$ cat config.mk
export PLATFORM = sky130hd
export DESIGN_NAME = mseq_unit
export DESIGN_NICKNAME = d
export VERILOG_FILES = /design/src/rtl/mseq_pkg.sv /design/src/rtl/mseq_store.sv /design/src/rtl/mseq_fsm.sv /design/src/rtl/mseq_bundle.sv /design/src/rtl/mseq_unit.sv
export SDC_FILE = /design/constraint.sdc
export NUM_CORES = 1
export LEC_CHECK = 0
export BUFFER_PORTS_ARGS = -buffer_cell sky130_fd_sc_hd__clkbuf_2
export CAP_MARGIN = 20
export CORE_ASPECT_RATIO = 0.8
export CORE_MARGIN = 8
export CORE_UTILIZATION = 52
export CTS_CLUSTER_SIZE = 28
export DETAILED_ROUTE_END_ITERATION = 8
export GPL_ROUTABILITY_DRIVEN = 0
export PLACE_DENSITY_LB_ADDON = 0.1
export SLEW_MARGIN = 20
export SYNTH_ARGS = -nofsm -noshare
export SYNTH_HDL_FRONTEND = slang
export SYNTH_SLANG_ARGS = --single-unit
$ cat constraint.sdc
create_clock -name clk -period 1.9 [get_ports clk]
set_input_delay 0.19 -clock clk [delete_from_list [all_inputs] [get_ports clk]]
set_output_delay 0.19 -clock clk [all_outputs]
set_load 0.005 [all_outputs]
$ cat src/rtl/mseq_pkg.sv
package mseq_pkg;
    typedef enum logic [1:0] {
        ST_IDLE = 2'd0,
        ST_RUN  = 2'd1,
        ST_SEND = 2'd2
    } mseq_state_e;
endpackage

$ cat src/rtl/mseq_store.sv
module mseq_store #(
    parameter int WORD_W = 9,
    parameter int ADDR_W = 4
) (
    input  logic              clk,
    input  logic              rst_n,
    input  logic              wr_en,
    input  logic [ADDR_W-1:0] wr_addr,
    input  logic [WORD_W-1:0] wr_data,
    input  logic [ADDR_W-1:0] rd_addr,
    output logic [WORD_W-1:0] rd_data
);
    localparam int DEPTH = 1 << ADDR_W;

    logic [WORD_W-1:0] mem_d [DEPTH];
    logic [WORD_W-1:0] mem_q [DEPTH];

    always_comb begin
        mem_d = mem_q;
        if (wr_en) begin
            mem_d[wr_addr] = wr_data;
        end
    end

    always_ff @(posedge clk or negedge rst_n) begin
        if (!rst_n) begin
            for (int i = 0; i < DEPTH; i++) begin
                mem_q[i] <= '0;
            end
        end else begin
            mem_q <= mem_d;
        end
    end

    assign rd_data = mem_q[rd_addr];
endmodule

$ cat src/rtl/mseq_fsm.sv
module mseq_fsm
    import mseq_pkg::*;
#(
    parameter int PTR_W  = 4,
    parameter int DATA_W = 16
) (
    input  logic              clk,
    input  logic              rst_n,
    input  logic              in_valid,
    input  logic [PTR_W-1:0]  in_ptr,
    input  logic [DATA_W-1:0] in_data,
    input  logic              word_last,
    input  logic              out_ready,
    output logic              idle,
    output logic              busy,
    output logic              sending,
    output logic              accept,
    output logic [PTR_W-1:0]  pc,
    output logic [DATA_W-1:0] held_data
);
    typedef struct packed {
        mseq_state_e       st;
        logic [PTR_W-1:0]  pc;
        logic [DATA_W-1:0] data;
    } fsm_t;

    fsm_t r_d, r_q;

    always_comb begin
        r_d = r_q;
        unique case (r_q.st)
            ST_IDLE: begin
                if (in_valid) begin
                    r_d.st   = ST_RUN;
                    r_d.pc   = in_ptr;
                    r_d.data = in_data;
                end
            end
            ST_RUN: begin
                if (word_last) begin
                    r_d.st = ST_SEND;
                end else begin
                    r_d.pc = r_q.pc + 1'b1;
                end
            end
            ST_SEND: begin
                if (out_ready) begin
                    r_d.st = ST_IDLE;
                end
            end
            default: r_d.st = ST_IDLE;
        endcase
    end

    always_ff @(posedge clk or negedge rst_n) begin
        if (!rst_n) begin
            r_q <= '{st: ST_IDLE, pc: '0, data: '0};
        end else begin
            r_q <= r_d;
        end
    end

    assign idle      = (r_q.st == ST_IDLE);
    assign busy      = (r_q.st == ST_RUN);
    assign sending   = (r_q.st == ST_SEND);
    assign accept    = idle && in_valid;
    assign pc        = r_q.pc;
    assign held_data = r_q.data;

    AST_RUN_STEPS_PC: assert property (@(posedge clk) disable iff (!rst_n)
        busy && !word_last |=> busy && (pc == $past(pc) + 1'b1)) else $error("pc step");
endmodule

$ cat src/rtl/mseq_bundle.sv
module mseq_bundle #(
    parameter int PTR_W  = 4,
    parameter int DATA_W = 16
) (
    input  logic              clk,
    input  logic              rst_n,
    input  logic              clr,
    input  logic              cap_en,
    input  logic [DATA_W-1:0] result,
    input  logic [PTR_W-1:0]  next_ptr,
    output logic [DATA_W-1:0] res_data,
    output logic [PTR_W-1:0]  res_ptr
);
    typedef struct packed {
        logic [DATA_W-1:0] data;
        logic [PTR_W-1:0]  ptr;
    } bundle_t;

    bundle_t b_d, b_q;

    always_comb begin
        b_d = b_q;
        if (clr) begin
            b_d = '0;
        end else if (cap_en) begin
            b_d.data = result;
            b_d.ptr  = next_ptr;
        end
    end

    always_ff @(posedge clk or negedge rst_n) begin
        if (!rst_n) begin
            b_q <= '0;
        end else begin
            b_q <= b_d;
        end
    end

    assign res_data = b_q.data;
    assign res_ptr  = b_q.ptr;
endmodule

$ cat src/rtl/mseq_unit.sv
module mseq_unit #(
    parameter int PTR_W  = 4,
    parameter int CTRL_W = 8,
    parameter int DATA_W = 16
) (
    input  logic              clk,
    input  logic              rst_n,
    input  logic              in_valid,
    output logic              in_ready,
    input  logic [PTR_W-1:0]  in_ptr,
    input  logic [DATA_W-1:0] in_data,
    input  logic              uc_we,
    input  logic [PTR_W-1:0]  uc_addr,
    input  logic [CTRL_W:0]   uc_wdata,
    output logic              dp_busy,
    output logic [CTRL_W-1:0] dp_ctrl,
    output logic [DATA_W-1:0] dp_data,
    input  logic              dp_res_we,
    input  logic [DATA_W-1:0] dp_result,
    input  logic [PTR_W-1:0]  dp_next_ptr,
    output logic              out_valid,
    input  logic              out_ready,
    output logic [DATA_W-1:0] out_data,
    output logic [PTR_W-1:0]  out_ptr
);
    localparam int WORD_W = CTRL_W + 1;
    localparam int LAST_B = CTRL_W;

    logic              idle, busy, sending, accept;
    logic [PTR_W-1:0]  pc;
    logic [WORD_W-1:0] word;
    logic              word_last;

    mseq_store #(.WORD_W(WORD_W), .ADDR_W(PTR_W)) u_store (
        .clk     (clk),
        .rst_n   (rst_n),
        .wr_en   (uc_we && idle),
        .wr_addr (uc_addr),
        .wr_data (uc_wdata),
        .rd_addr (pc),
        .rd_data (word)
    );

    assign word_last = busy && word[LAST_B];

    mseq_fsm #(.PTR_W(PTR_W), .DATA_W(DATA_W)) u_fsm (
        .clk       (clk),
        .rst_n     (rst_n),
        .in_valid  (in_valid),
        .in_ptr    (in_ptr),
        .in_data   (in_data),
        .word_last (word_last),
        .out_ready (out_ready),
        .idle      (idle),
        .busy      (busy),
        .sending   (sending),
        .accept    (accept),
        .pc        (pc),
        .held_data (dp_data)
    );

    mseq_bundle #(.PTR_W(PTR_W), .DATA_W(DATA_W)) u_bundle (
        .clk      (clk),
        .rst_n    (rst_n),
        .clr      (accept),
        .cap_en   (busy && dp_res_we),
        .result   (dp_result),
        .next_ptr (dp_next_ptr),
        .res_data (out_data),
        .res_ptr  (out_ptr)
    );

    assign in_ready  = idle;
    assign dp_busy   = busy;
    assign dp_ctrl   = busy ? word[CTRL_W-1:0] : '0;
    assign out_valid = sending;

    AST_ACCEPT_STARTS_RUN: assert property (@(posedge clk) disable iff (!rst_n)
        in_valid && in_ready |=> dp_busy) else $error("no run after accept");
    AST_OPERAND_HELD: assert property (@(posedge clk) disable iff (!rst_n)
        dp_busy |=> !dp_busy || $stable(dp_data)) else $error("operand moved");
    AST_OUT_HELD: assert property (@(posedge clk) disable iff (!rst_n)
        out_valid && !out_ready |=> out_valid && $stable(out_data) && $stable(out_ptr)) else $error("output dropped");
    AST_NO_TAKE_WHILE_OFFER: assert property (@(posedge clk) disable iff (!rst_n)
        out_valid |-> !in_ready) else $error("accept while offering");
    AST_QUIET_CTRL: assert property (@(posedge clk) disable iff (!rst_n)
        !dp_busy |-> (dp_ctrl == '0)) else $error("ctrl leak");
endmodule

==> summary.md <==
| Metric | Value |
|---|---|
| GRT Total Usage | `21.18%` |
| Vias per inst | `5.637` |
| Post-Layout Cell Count | `954` |
| Core Box Area | `15800 sq um` |
| Antenna Nets Post-Route | `0` |
| Residual DRC count | `0` |
| Sw frac | `30.91%` |
| Headroom to the max-slew limit | `60.81%` |
| Net switching power | `5.370 mW` |
| Hold depth | `3` |
| R2R cell count | `4` |
| Final hold vios | `0` |
| Netlist cell types | `42` |
| Site Rows | `41` |
| MaxCap Viol Count | `0` |
| Int Pwr | `12.00 mW` |
| Grt ovf | `0` |
| Fill cell count | `1149` |
| Hold Path Origin | `out_ready` |
| Clock power frac | `19.0%` |
| Area fraction of the dominant cell type after synthesis | `55.32%` |
| Critical Path Start Type | `register` |
| FF+latch count, synth | `186` |
| Fin util | `68.36%` |
| Clock latency on the worst-skew pair | `430 ps` |
| Min Tclk post-route | `2576 ps` |
| Port-buffer cells | `105` |
| Final net count | `786` |
| Worst Tran Pin Value | `587.8 ps` |
| Power share of the sequential group | `39.6%` |
| Die area | `20530 sq um` |
| Fmax | `0.3882 GHz` |
| Die width | `158.2 microns` |
| Final worst slack | `-676.2 ps` |
| # H-tree levels | `4` |
| RSZ-0062 raised after global routing | `true` |
| CTS tree | `done` |
| Num ports | `106` |
| Clock buffer depth | `2` |
| Run status | `complete, but fails checks` |
| Failing checks | `negative setup slack` |
| Layout area overhead | `28.39%` |
| Ranking of synthesized cells by area | `dfrtp_1 55%, mux2_2 21%, mux4_2 11%, a22o_1 2.3%, buf_4 1.4%` |
| Synthesized net count | `601` |
| Pre-antenna DRT Iters | `4` |
| Detailed router's first-iteration violation count | `367` |
| Syn Inst Count | `541` |
| Total Power | `17.37 mW` |
| Peak VDD IR | `0.7084 mV` |
| Reg-to-Reg Start | `u_fsm.pc[1]` |
| Crit end category | `primary output` |
| Post-synthesis sequential area ratio | `55.32%` |
| Root Buffer | `clkbuf_16` |
| Diodes inserted | `0` |
| Starting Density | `53.25%` |
| Final wirelength | `21170 microns` |
| # setup viols final | `10` |
| Die H | `129.8 microns` |
| Req. time, crit path | `1710 ps` |
| Fin Setup TNS | `-5235 ps` |
| Synthesized cell area | `8413 sq um` |
| Routed len/inst | `22.19 microns` |
| Predominant post-synthesis flop cell | `dfrtp_1` |
| Yosys warnings | `0` |
| Yosys top cell by area | `dfrtp_1` |
| Async SR Flop Fraction | `100.0%` |
| Power Density | `1608 nW/um^2` |
| Lkg Pwr | `5.054 nW` |
| Placed Cells incl. Taps | `874` |
| Count of pins over their slew limit | `0` |
| Avg Cell Area, Syn | `15.55 sq um` |
| Worst hold path class | `in -> reg` |
| FF-to-FF End | `u_fsm.pc[1]` |
| Gate power share | `41.4%` |
| Reg2Reg Setup Slack | `-20 ps` |
| Hpwl dp | `14410 microns` |
| Initial antenna violation count | `1` |
| Final Cycle Share | `135.6%` |
| Num CTS Buffers | `17` |
| Number of synthesized flops with an enable pin | `0` |
| Post-Place Setup Slack | `-213.7 ps` |
| CP Data Arrival Time | `2390 ps` |
| Via count | `5378` |
| Sink count of the clock tree | `186` |
| Number of global-route vias before repair | `5696` |
| CTS clk-pin slew, worst paths | `70 ps` |
| Largest net degree at the start of global routing | `58` |
| Clock skew | `7.640 ps` |
| Min-Delay Endpoint | `u_fsm.r_q[21]` |
| WS Path Type | `reg -> out` |
| CP max FO | `7` |
| Layout cells sized above 1 | `60.62%` |
| First-pass GRT wire length | `32480 microns` |
[worst max-delay path: stages (launching register included)]
cell,delay (ps)
dfrtp_2,420
buf_12,140
buf_12,140
mux4_2,520
mux4_2,470
and2_4,170
buf_6,100
[timing repair]
item | in CTS | in global routing
resized for setup | 29 | 21
endpoints found under the hold margin | 86 | 0
hold buffers | 37 | 0
buffers inserted | 4 | 5
setup endpoints to repair | 23 | 77
pin swaps | 6 | 3
gates cloned | 0 | 3
[through the flow]
step                hold slack (ps)  area, sq um
floorplan                    -105.6         8426
global placement              214.9         9513
detailed placement            214.1         9520
CTS                           12.06        10580
global route                  23.25        10800
finish                        28.12        10800
[layout make-up]
cell class / instances / area, sq um / share of cell area, %
flip-flops and latches: 186 / 4659 / 43.14
multi-input cells: 300 / 3645 / 33.74
repair buffers: 215 / 1662 / 15.38
clock buffers: 20 / 456.7 / 4.228
well taps: 215 / 269.0 / 2.490
clock inverters: 12 / 87.58 / 0.8108
inverters: 6 / 22.52 / 0.2085
[worst max path at each step]
stage / startpoint / endpoint / depth (start not counted)
CTS: u_fsm.pc[0] / dp_ctrl[3] / 5
global placement: u_fsm.pc[1] / u_fsm.pc[0] / 4
finish: u_fsm.pc[0] / dp_ctrl[7] / 6
detailed placement: u_fsm.pc[0] / dp_ctrl[5] / 5
global route: u_fsm.pc[0] / dp_ctrl[3] / 6
floorplan: u_fsm.pc[0] / dp_ctrl[0] / 4
[Yosys cell counts, types with 2 or more instances]
master    count
nor2b_1       5
inv_1         5
mux4_2       42
o21ai_0       3
a211oi_1      4
dfrtp_1     186
nand3_1       3
a21oi_1       2
mux2_1        2
nand2b_1      3
nor2_1        7
clkbuf_1     25
and2_1       11
mux2_2      159
nand2_1       9
nor2_2        7
a211o_1       2
mux2i_1       2
a22o_1       22
buf_4        16
buf_2         5
[layout by cell type, fill, tap and decap left out, types with 3 or more instances in the layout]
master,synthesis,routed
a211oi_2,0,4
a22o_1,22,21
and2_1,11,5
and2_4,0,6
buf_12,1,9
buf_4,16,52
buf_6,1,12
clkbuf_16,0,20
clkbuf_2,0,102
clkinv_2,0,4
dfrtp_1,186,182
dfrtp_2,0,4
dlygate4sd3_1,0,37
inv_1,5,5
inv_6,0,5
mux2_2,159,152
mux2_4,0,7
mux4_2,42,43
nand2_1,9,9
nand3_1,3,3
nor2_1,7,6
nor2_2,7,6
nor2b_1,5,5
o21ai_0,3,3
[state kept, by name (all words and copies together), names as in the netlist]
register and cells:
u_bundle.res_ptr 4, u_fsm.pc 4, u_store.mem_q 144, u_bundle.res_data 16, u_fsm.held_data 16, u_fsm.r_q 2
[metal layers]
metal / part of all wire, % / GRT usage, % / vias up
li1: - / - / 2378
met1: 44 / 28.46 / 2887
met2: 51 / 33.97 / 94
met3: 4.2 / 5.486 / 17
met4: 0.95 / 5.479 / 2
met5: 0.061 / 0 / -
[power by group through the flow]
stage	clock (mW)	combinational (mW)	sequential, mW
finish	3.30	7.19	6.89
global route	3.54	7.70	7.11
CTS	3.36	6.66	6.86
detailed placement	0	6.26	6.90
global placement	0	6.03	6.80
floorplan	0	4.62	6.50
[cell families (layout without fill, tap and decap cells)]
family / after synthesis / after routing / synth area share (%)
muxes: 206 / 206 / 33.34
DFF: 186 / 186 / 55.32
buffers and inverters: 55 / 253 / 3.525
and+or+nand+nor: 52 / 52 / 3.763
AOI/OAI and AO/OA: 41 / 41 / 3.897
adders and majority gates: 1 / 1 / 0.1487
Power figures use the tool's default switching activity.
